$ cat src/rtl/alu8_pkg.sv
package alu8_pkg;

  localparam int FLAG_S = 3;
  localparam int FLAG_V = 4;
  localparam int FLAG_N = 5;
  localparam int FLAG_Z = 6;
  localparam int FLAG_C = 7;

  typedef enum logic [3:0] {
    OP_ADD  = 4'd0,
    OP_ADC  = 4'd1,
    OP_SUB  = 4'd2,
    OP_SBC  = 4'd3,
    OP_SBCI = 4'd4,
    OP_ASR  = 4'd5,
    OP_COM  = 4'd6,
    OP_NEG  = 4'd7,
    OP_DEC  = 4'd8,
    OP_EOR  = 4'd9,
    OP_CLR  = 4'd10,
    OP_MOV  = 4'd11,
    OP_LDI  = 4'd12,
    OP_MUL  = 4'd13,
    OP_RSV0 = 4'd14,
    OP_RSV1 = 4'd15
  } aluOp_e;

  typedef enum logic [3:0] {
    SEL_SUM, SEL_DIFF, SEL_ASR, SEL_NOT, SEL_NEG, SEL_DEC,
    SEL_XOR, SEL_ZERO, SEL_PASSB, SEL_MUL, SEL_PASSA
  } resSel_e;

  typedef enum logic [2:0] {
    CY_KEEP, CY_SUM, CY_BORROW, CY_LSB, CY_ONE, CY_MULTOP
  } carryMode_e;

  typedef struct packed {
    resSel_e    resSel;
    logic       useCarryIn;
    carryMode_e carryMode;
    logic       clearFlags;
  } aluCtrl_t;

endpackage

$ cat src/rtl/alu8_ctrl.sv
module alu8_ctrl
  import alu8_pkg::*;
(
  input  logic [3:0] opCode,
  output aluCtrl_t   ctrl
);

  always_comb begin
    ctrl = '{resSel: SEL_PASSA, useCarryIn: 1'b0, carryMode: CY_KEEP, clearFlags: 1'b0};
    unique case (aluOp_e'(opCode))
      OP_ADD:  begin ctrl.resSel = SEL_SUM;  ctrl.carryMode = CY_SUM; end
      OP_ADC:  begin ctrl.resSel = SEL_SUM;  ctrl.carryMode = CY_SUM; ctrl.useCarryIn = 1'b1; end
      OP_SUB:  begin ctrl.resSel = SEL_DIFF; ctrl.carryMode = CY_BORROW; end
      OP_SBC:  begin ctrl.resSel = SEL_DIFF; ctrl.carryMode = CY_BORROW; ctrl.useCarryIn = 1'b1; end
      OP_SBCI: begin ctrl.resSel = SEL_DIFF; ctrl.useCarryIn = 1'b1; end
      OP_ASR:  begin ctrl.resSel = SEL_ASR;  ctrl.carryMode = CY_LSB; end
      OP_COM:  begin ctrl.resSel = SEL_NOT;  ctrl.carryMode = CY_ONE; end
      OP_NEG:  ctrl.resSel = SEL_NEG;
      OP_DEC:  ctrl.resSel = SEL_DEC;
      OP_EOR:  ctrl.resSel = SEL_XOR;
      OP_CLR:  begin ctrl.resSel = SEL_ZERO; ctrl.clearFlags = 1'b1; end
      OP_MOV,
      OP_LDI:  ctrl.resSel = SEL_PASSB;
      OP_MUL:  begin ctrl.resSel = SEL_MUL; ctrl.carryMode = CY_MULTOP; end
      default: ctrl.resSel = SEL_PASSA;
    endcase
  end

endmodule

$ cat src/rtl/alu8_datapath.sv
module alu8_datapath
  import alu8_pkg::*;
#(
  parameter int WIDTH = 8
) (
  input  aluCtrl_t           ctrl,
  input  logic [WIDTH-1:0]   opA,
  input  logic [WIDTH-1:0]   opB,
  input  logic [7:0]         statusIn,
  output logic [WIDTH-1:0]   resultLo,
  output logic [WIDTH-1:0]   resultHi,
  output logic [7:0]         statusOut
);

  localparam int EXT = WIDTH + 1;
  localparam int PROD = 2 * WIDTH;

  logic             cin;
  logic [EXT-1:0]   sumExt;
  logic [EXT-1:0]   diffExt;
  logic [PROD-1:0]  product;
  logic             carryNext;

  assign cin     = ctrl.useCarryIn & statusIn[FLAG_C];
  assign sumExt  = {1'b0, opA} + {1'b0, opB} + {{WIDTH{1'b0}}, cin};
  assign diffExt = {1'b0, opA} - {1'b0, opB} - {{WIDTH{1'b0}}, cin};
  assign product = {{WIDTH{1'b0}}, opA} * {{WIDTH{1'b0}}, opB};

  always_comb begin
    resultHi = '0;
    unique case (ctrl.resSel)
      SEL_SUM:   resultLo = sumExt[WIDTH-1:0];
      SEL_DIFF:  resultLo = diffExt[WIDTH-1:0];
      SEL_ASR:   resultLo = {opA[WIDTH-1], opA[WIDTH-1:1]};
      SEL_NOT:   resultLo = ~opA;
      SEL_NEG:   resultLo = '0 - opA;
      SEL_DEC:   resultLo = opA - {{(WIDTH-1){1'b0}}, 1'b1};
      SEL_XOR:   resultLo = opA ^ opB;
      SEL_ZERO:  resultLo = '0;
      SEL_PASSB: resultLo = opB;
      SEL_MUL:   begin resultLo = product[WIDTH-1:0]; resultHi = product[PROD-1:WIDTH]; end
      default:   resultLo = opA;
    endcase
  end

  always_comb begin
    unique case (ctrl.carryMode)
      CY_SUM:    carryNext = sumExt[WIDTH];
      CY_BORROW: carryNext = diffExt[WIDTH];
      CY_LSB:    carryNext = opA[0];
      CY_ONE:    carryNext = 1'b1;
      CY_MULTOP: carryNext = product[PROD-1];
      default:   carryNext = statusIn[FLAG_C];
    endcase
  end

  always_comb begin
    statusOut         = statusIn;
    statusOut[FLAG_C] = carryNext;
    if (ctrl.clearFlags) begin
      statusOut[FLAG_Z] = 1'b1;
      statusOut[FLAG_S] = 1'b0;
      statusOut[FLAG_V] = 1'b0;
      statusOut[FLAG_N] = 1'b0;
    end
  end

endmodule

$ cat src/rtl/alu8_carry_unit.sv
module alu8_carry_unit
  import alu8_pkg::*;
(
  input  logic [3:0] opCode,
  input  logic [7:0] opA,
  input  logic [7:0] opB,
  input  logic [7:0] statusIn,
  output logic [7:0] resultLo,
  output logic [7:0] resultHi,
  output logic [7:0] statusOut
);

  aluCtrl_t ctrl;

  alu8_ctrl ctrl_i (
    .opCode (opCode),
    .ctrl   (ctrl)
  );

  alu8_datapath #(.WIDTH(8)) dp_i (
    .ctrl      (ctrl),
    .opA       (opA),
    .opB       (opB),
    .statusIn  (statusIn),
    .resultLo  (resultLo),
    .resultHi  (resultHi),
    .statusOut (statusOut)
  );

endmodule

$ cat config.mk
export PLATFORM = sky130hd
export DESIGN_NAME = alu8_carry_unit
export DESIGN_NICKNAME = d
export VERILOG_FILES = /design/src/rtl/alu8_pkg.sv /design/src/rtl/alu8_ctrl.sv /design/src/rtl/alu8_datapath.sv /design/src/rtl/alu8_carry_unit.sv
export SDC_FILE = /design/constraint.sdc
export NUM_CORES = 1
export LEC_CHECK = 0
export ABC_AREA = 1
export ABC_CLOCK_PERIOD_IN_PS = 4290
export CAP_MARGIN = 20
export CELL_PAD_IN_SITES_DETAIL_PLACEMENT = 2
export CELL_PAD_IN_SITES_GLOBAL_PLACEMENT = 2
export CORE_ASPECT_RATIO = 0.5
export CORE_UTILIZATION = 33
export DETAILED_ROUTE_END_ITERATION = 8
export DONT_BUFFER_PORTS = 1
export PLACE_DENSITY_LB_ADDON = 0.1
export SKIP_LAST_GASP = 1
export SYNTH_ARGS = -nofsm -noshare
export SYNTH_HDL_FRONTEND = slang
export SYNTH_HIERARCHICAL = 1
export SYNTH_SLANG_ARGS = --single-unit
$ cat constraint.sdc
create_clock -name vclk -period 4.29
set_input_delay 0.429 -clock vclk [all_inputs]
set_output_delay 0.429 -clock vclk [all_outputs]
set_load 0.01 [all_outputs]
==> results of run 1 <==
## logic make-up (layout without fill, tap and decap cells)
group / Yosys count / in the layout / synth area share [%]
AOI/OAI and AO/OA: 86 / 86 / 11.7
xor gates and xnor gates: 10 / 10 / 2.09
adders and majority gates: 99 / 99 / 36.7
buffers and inverters: 189 / 187 / 18.2
and+or+nand+nor: 300 / 300 / 31.3
## metal layers
metal  global-route usage, %  part of all wire (%)
met1                    34.0                    51
met2                    39.4                    46
met3                   0.707                   2.1
met4                   0.377                  0.39
met5                       0                     0
## metrics by stage
| step | setup TNS [ns] | hold slack (ns) | area (µm²) | utilization (%) |
|---|---|---|---|---|
| after global routing | -0.520 | 0.858 | 4720 | 39.1 |
| after global placement | -0.123 | 0.858 | 4450 | 36.8 |
| after detailed placement | -0.666 | 0.858 | 4450 | 36.8 |
| after CTS | -0.00812 | 0.858 | 4540 | 37.6 |
| final | 0 | 0.858 | 4720 | 39.1 |
| after floorplan | 0 | 0.941 | 4290 | - |
## worst paths after layout
check                 cells after the start           end         from
worst min-delay path                      0  statusOut[1]  statusIn[1]
worst max-delay path                     18  statusOut[7]       opB[7]
## layout make-up
class                           count  area (µm²)  area share (%)
Tap cell                          165         206            4.37
Timing Repair Buffer               19         150            3.18
Inverter                          168         638            13.5
Multi-Input combinational cell    495        3730            78.9
## worst max-delay path, cell delays in order
cell and delay (ns):
nand2_8 0.05, inv_4 0.03, fa_1 0.56, fa_1 0.45, fa_1 0.53, inv_1 0.05, fa_1 0.51, inv_2 0.05
ha_4 0.23, nand2_2 0.07, nand2_2 0.07, nand2_2 0.07, nand2_2 0.06, nand2_2 0.08, nand4_1 0.17, nand3_4 0.17
nand2_4 0.06, a21oi_4 0.15
## what timing repair did
item                                    in CTS  in global routing
endpoints found under the setup margin       8                 10
buffers inserted                             1                  1
hold buffers                                 0                  0
cloned                                       0                  0
pin swaps                                   12                 27
resized for setup                           23                 50
## where the power goes
group	total (mW)	internal, mW	leakage [nW]	switching (mW)
sequential	0	0	0	0
combinational	1.51	0.629	2.63	0.880
clock	0	0	0	0
total	1.51	0.629	2.63	0.880
## placed cells by master, fill, tap and decap left out, types with 4 or more instances in the layout
cell type	netlist	layout
nor2_4	5	9
ha_1	59	49
fa_1	40	36
nand2_1	182	167
nand4_1	12	12
fa_2	0	4
o22ai_1	8	8
nand3_2	1	5
o21ai_1	4	5
nand2_2	2	13
ha_4	0	7
inv_2	8	17
a21oi_1	34	26
nor2_1	52	45
nand3_1	28	23
inv_1	158	148
o21ai_0	26	23
xor2_1	7	7
nand2_4	2	5
a21oi_2	0	6
nor2_2	4	7
buf_4	4	17
## cells in the mapped netlist (all sizes together)
library cell and n:
a211o 1, a21o 1, a21oi 34, a31o 1, a31oi 1, buf 10
clkbuf 11, fa 40, ha 59, inv 168, nand2 186, nand3 29
nand3b 3, nand4 12, nor2 61, nor3 5, o2111ai 3, o211ai 4
o21a 1, o21ai 30, o21bai 1, o22ai 8, o31ai 1, or2 4
xnor2 3, xor2 7
==> results.md, run 1 <==
Outcome:
- The flow ran to the end, and the final reports show no timing, DRC or antenna violations.

Cells and area:
- Fill cells in the final layout number 1525.
- The number of clock buffer instances in the layout is 0.
- The proportion of layout cells with a drive suffix above 1 is 16.6%.
- For this run, the number of standard cells in the final layout without fillers is 847.
- The number of sequential storage elements is 0.
- In the final design database the tool counted 811 nets.
- The number of antenna diodes in the final layout is 0.
- The area overhead of the layout relative to synthesis is 12.7%.
- The sequential cells in the finished layout cover a total of 0 µm².

Synthesis:
- After synthesis, flip-flops and latches occupy 0% of the total area.
- When the netlist entered floorplanning its net count stood at 811.
- In this run the cell area of the synthesized design comes to 4190 µm².
- The number of library cell types mapped by synthesis is 40.
- The number of instances in the synthesized netlist is 684.
- The cell taking the most area after synthesis is fa_1.
- The average cell area after synthesis is 6.12 µm².
- Sorting the synthesized cells by area gives the leading types as fa_1 19%, ha_1 18%, nand2_1 16%.
- The top cell type by area accounts for 19.1% of the synthesized area.
- Yosys printed 6 warnings.

Critical path:
- The setup path with the least slack is of type in2out.
- The arrival time of data at the critical path endpoint is 3.82 ns.
- The worst setup path is launched from a primary input.
- The maximum net fanout on the critical path is 10.
- The nature of the critical path endpoint is an output port.
- The required time at the endpoint of the critical path is 3.86 ns.

Placement:
- The weighted congestion at the end of routability-driven global placement is 0.826.
- The count of input and output buffers is 0.
- The setup slack at placement is -0.166 ns.
- Once placement completed, the tool counted placed cells totaling 845.
- The final HPWL from detailed placement is 13000 µm.

Floorplanning:
- Measured along the y axis, the die boundary spans 81.7 µm.
- The x dimension of the die is 161 µm.
- The core region is 12100 µm².
- The initial core utilization is 34.6%.
- The die covers 13200 µm².
- The top-level port count is 52.
- The placement row count is 28.

Routing:
- The mean number of vias per cell is 5.12.
- The count of routing violations after the opening detailed-route iteration is 125.
- In this run the remaining antenna-violating nets after routing total 0.
- After detailed routing, the total wire length is 15300 µm.
- The DRC violation count after routing is 0.
- The routed layout has 4339 vias.
- The pre-antenna-repair detailed-routing pass consisted of 4 iterations.
- After detailed routing, the average wire length per cell comes to 18.0 µm.

Hold path:
- The kind of path behind the tightest hold check is in2out.

STA:
- For the finished layout, the period the worst path requires is 4.25 ns.
- The ratio of final minimum period to clock period is 99.1%.
- The headroom to the max-slew limit is 47.8%.
- At the pin with the least slew margin, the transition time is 0.775 ns.
- The worst setup margin is 0.0390 ns.
- The final count of pins violating max slew came to 0.
- The count of endpoints failing hold in the final timing report is 0.
- Timing would allow up to 0.235 GHz.
- The total of endpoints with negative setup slack in the final report is 0.
- Setup repair after global routing could not meet its margin everywhere.

Global route:
- The largest net degree at the start of global routing is 16.
- The total grt overflow is 0.
- The first-pass GRT wire length is 23800 µm.
- The initial antenna violation count is 0.
- The via count of the first global-routing pass was 4495.
- The overall global routing resource usage is 23.0%.

Pwr:
- In this run the power density over the cells is 320 nW/µm².
- Overall power consumption after layout is estimated at 1.51 mW.
- IR analysis of the VDD net gives a maximum drop of 0.220 mV.
- Summed over all cells, the static leakage comes to 2.63 nW.

Job:
- The number of max-cap violations is 0.
No activity file was read; power rests on OpenSTA's default activity.
==> run 2, diff against run 1 <==
ABC_AREA = unset   (was 1)
CELL_PAD_IN_SITES_DETAIL_PLACEMENT = 1   (was 2)
CELL_PAD_IN_SITES_GLOBAL_PLACEMENT = 1   (was 2)
CORE_UTILIZATION = 45   (was 33)
GPL_TIMING_DRIVEN = 0   (was unset)
==> run 2 against run 1 <==
Against the previous run:
- the flow now finishes with violations (negative setup slack)
- critical path depth shrank 2
- via count shrank 6.6%
- sequential share of layout area is the same
- global-route usage grew 7.0 points
- highest routed layer unchanged
==> results.md, run 2 <==
Outcome:
- The run finished, with violations left.
- The checks that failed: negative setup slack.

Critical path:
- STA classifies the critical path endpoint as an output port.
- The required time at the endpoint of the critical path was 3.86 ns (about the same).
- The number of buffers and inverters on the critical path is 4 (+1).
- The slowest stage cell on the critical path is fa_1.
- The delay contributed by the slowest stage of the critical path is 0.52 ns (-0.04 ns).
- The maximum net fanout on the critical path was 9 (-1).
- The critical path class is in2out.
- The signal on the critical path passes through clkbuf_16 -> and2_4 -> fa_1 -> fa_1 -> fa_1 -> inv_1 -> fa_1 -> inv_2 -> ha_4 -> a21oi_4 -> o31ai_4 -> o2111ai_2 -> nand3b_1 -> xnor2_2 -> a311oi_1 -> buf_4.
- The critical path's top delay family is adder cells.
- The type of origin of the critical path is a primary input.
- Among the stages of the critical path, the cell type that occurs most often is fa_1.
- The arrival time of data at the critical path endpoint is 4.33 ns (+0.51 ns).

Cells and area:
- The library cells used most frequently in the layout, excluding fill and tap cells, are 68 x inv_1, 50 x ha_1, 45 x nor2_1, 36 x fa_1, 30 x nand2_1.
- The final net count came to 685 (-16%).
- The share of the core filled with cells in the final layout came to 56.1% (+17 points).
- The count of non-filler cells in the finished layout is 673 (-21%).
- Leaving out fill and tap cells, the most frequent cell in the layout is inv_1.
- The area used by sequential logic in the layout is 0 µm² (unchanged).
- The filler cell count in the final layout is 1065 (-30%).
- The number of sequential storage elements was 0 (unchanged).
- The area overhead of the layout relative to synthesis is 21.0%.
- The number of clock buffer instances in the layout came to 0 (unchanged).
- The proportion of layout cells with a drive suffix above 1 is 21.8% (+5.2 points).
- The antenna diode instance count is 0 (unchanged).

STA:
- The slew at the pin with the worst max-slew slack is 0.902 ns (+0.128 ns).
- The summed negative setup slack over all endpoints was -1.75 ns (-1.75 ns).
- The clock period minus final worst setup slack is 4.76 ns (+0.505 ns).
- The final count of pins violating max slew is 0 (unchanged).
- The achievable clock frequency is 0.210 GHz (-11%).
- The count of endpoints failing hold in the final timing report is 0 (unchanged).
- The ratio of final minimum period to clock period is 111% (+12 points).
- Setup repair after global routing could not meet its margin everywhere.
- The worst setup margin came to -0.466 ns (-0.505 ns).
- The total of endpoints with negative setup slack in the final report is 8 (+8).
- The headroom to the max-slew limit came to 39.2% (-8.6 points).

Synthesis:
- The post-synthesis instance area came to 4040 µm² (-3.5%).
- The post-synthesis net count was 667 (-18%).
- The count of synthesis-stage warnings from yosys is 6 (unchanged).
- The number of library cell types mapped by synthesis is 64 (+60%).
- The sequential element share of the synthesized area came to 0% (unchanged).
- The commonest cells after synthesis are 77 x inv_1, 59 x ha_1, 55 x nor2_1.
- The average cell area after synthesis is 7.48 µm² (+22%).
- The cell with the most instances after synthesis is inv_1.
- The top cell type's share of synthesized area came to 19.8% (+0.69 points).
- Of all cell types, the one taking the most synthesized area is fa_1.
- In the post-synthesis netlist, the biggest area contributors are fa_1 20%, ha_1 18%, inv_1 7.2%.
- The number of instances in the synthesized netlist is 540 (-21%).

Routing:
- The post-detailed-routing wire length was 14100 µm (-7.8%).
- The total vias in the final route is 4051 (-6.6%).
- The count of routing violations after the opening detailed-route iteration is 274 (+120%).
- The wire length per cell is 20.9 µm (+16%).
- The first-pass iteration count of the detailed router is 5 (+1).
- The mean number of vias per cell is 6.02 (+18%).
- The DRC violation count after routing was 0 (unchanged).
- The number of antenna-violating nets in the routed design is 0 (unchanged).

Pwr:
- The worst-case vdd ir drop is 0.537 mV (+140%).
- The power density over the cells was 373 nW/µm² (+17%).
- The leakage component of the power is 2.14 nW (-19%).

Floorplanning:
- The height of the die is 69.0 µm (-15%).
- The placement row count is 24 (-14%).
- The area of the die is 9390 µm² (-29%).
- The top-level port count came to 52 (unchanged).
- The x dimension of the die is 136 µm (-16%).
- The initial core utilization is 46.4% (+12 points).
- The placeable core region came to 8710 µm² (-28%).

Global route:
- The overall global routing resource usage came to 30.0% (+7.0 points).
- The total grt overflow is 0 (unchanged).
- The initial antenna violation count is 0 (unchanged).
- The via count of the first global-routing pass is 4108 (-8.6%).
- The first-pass GRT wire length is 22100 µm (-7.1%).
- The largest net degree at the start of global routing was 11 (-5).

CTS:
- The number of hold-repair buffers added at the cts stage is 0 (unchanged).

Placement:
- The weighted congestion at the end of routability-driven global placement is 0.955 (+16%).
- The final HPWL from detailed placement is 10900 µm (-16%).
- The setup slack at placement is -0.584 ns (-0.418 ns).
- The number of placed instances, taps included is 657 (-22%).
- The count of input and output buffers came to 0 (unchanged).

Job:
- The number of max-cap violations came to 0 (unchanged).

Hold path:
- The kind of path behind the tightest hold check is in2out.
## run 2: cells by family (layout without fill, tap and decap cells)
kind of cell / Yosys count / count (layout) / share of synthesized area (%)
buffers and inverters: 107 / 123 / 11.0
adder cells (fa/ha/maj): 99 / 99 / 38.1
multiplexers: 4 / 4 / 0.991
AND/OR/NAND/NOR: 184 / 184 / 23.4
AO/OA/AOI/OAI: 113 / 113 / 19.4
XOR/XNOR: 33 / 33 / 7.15
## run 2: layout make-up
class | instances | area, µm² | share of cell area [%]
multi-input cells | 433 | 4040 | 82.6
inverters | 80 | 308 | 6.30
repair buffers | 16 | 143 | 2.92
plain buffers | 27 | 254 | 5.20
well taps | 117 | 146 | 2.99
## run 2: per-layer routing
layer,global-route usage (%),routed length [µm],share of wire [%]
met1,45.7,6610,47
met2,48.1,6530,46
met3,0.294,747,5.3
met4,4.20,176,1.3
met5,0,0,0
## run 2: metrics by stage
stage	area [µm²]	total power [mW]	hold WS, ns
5_1_grt	4890	1.98	0.953
3_5_place_dp	4370	1.27	0.952
6_report	4890	1.82	0.951
4_1_cts	4650	1.56	0.952
3_3_place_gp	4370	1.24	0.952
2_1_floorplan	4220	1.01	0.950
## run 2: report_power, final
part           internal, mW  leakage, nW  switching [mW]  total [mW]
Sequential                0            0               0           0
Clock                     0            0               0           0
Combinational         0.846         2.14           0.978        1.82
Total                 0.846         2.14           0.978        1.82
## run 2: final timing paths
path | slack [ns] | to | depth (start not counted) | start
worst max-delay path | -0.47 | statusOut[7] | 16 | opA[6]
worst min-delay path | 0.95 | statusOut[0] | 1 | statusIn[0]
## run 2: repair_timing
action                                  4_1_cts  5_1_grt
endpoints found under the setup margin       10       12
cloned                                        0        1
resized for setup                            47       43
pin swaps                                    32       34
buffers inserted                             11        6
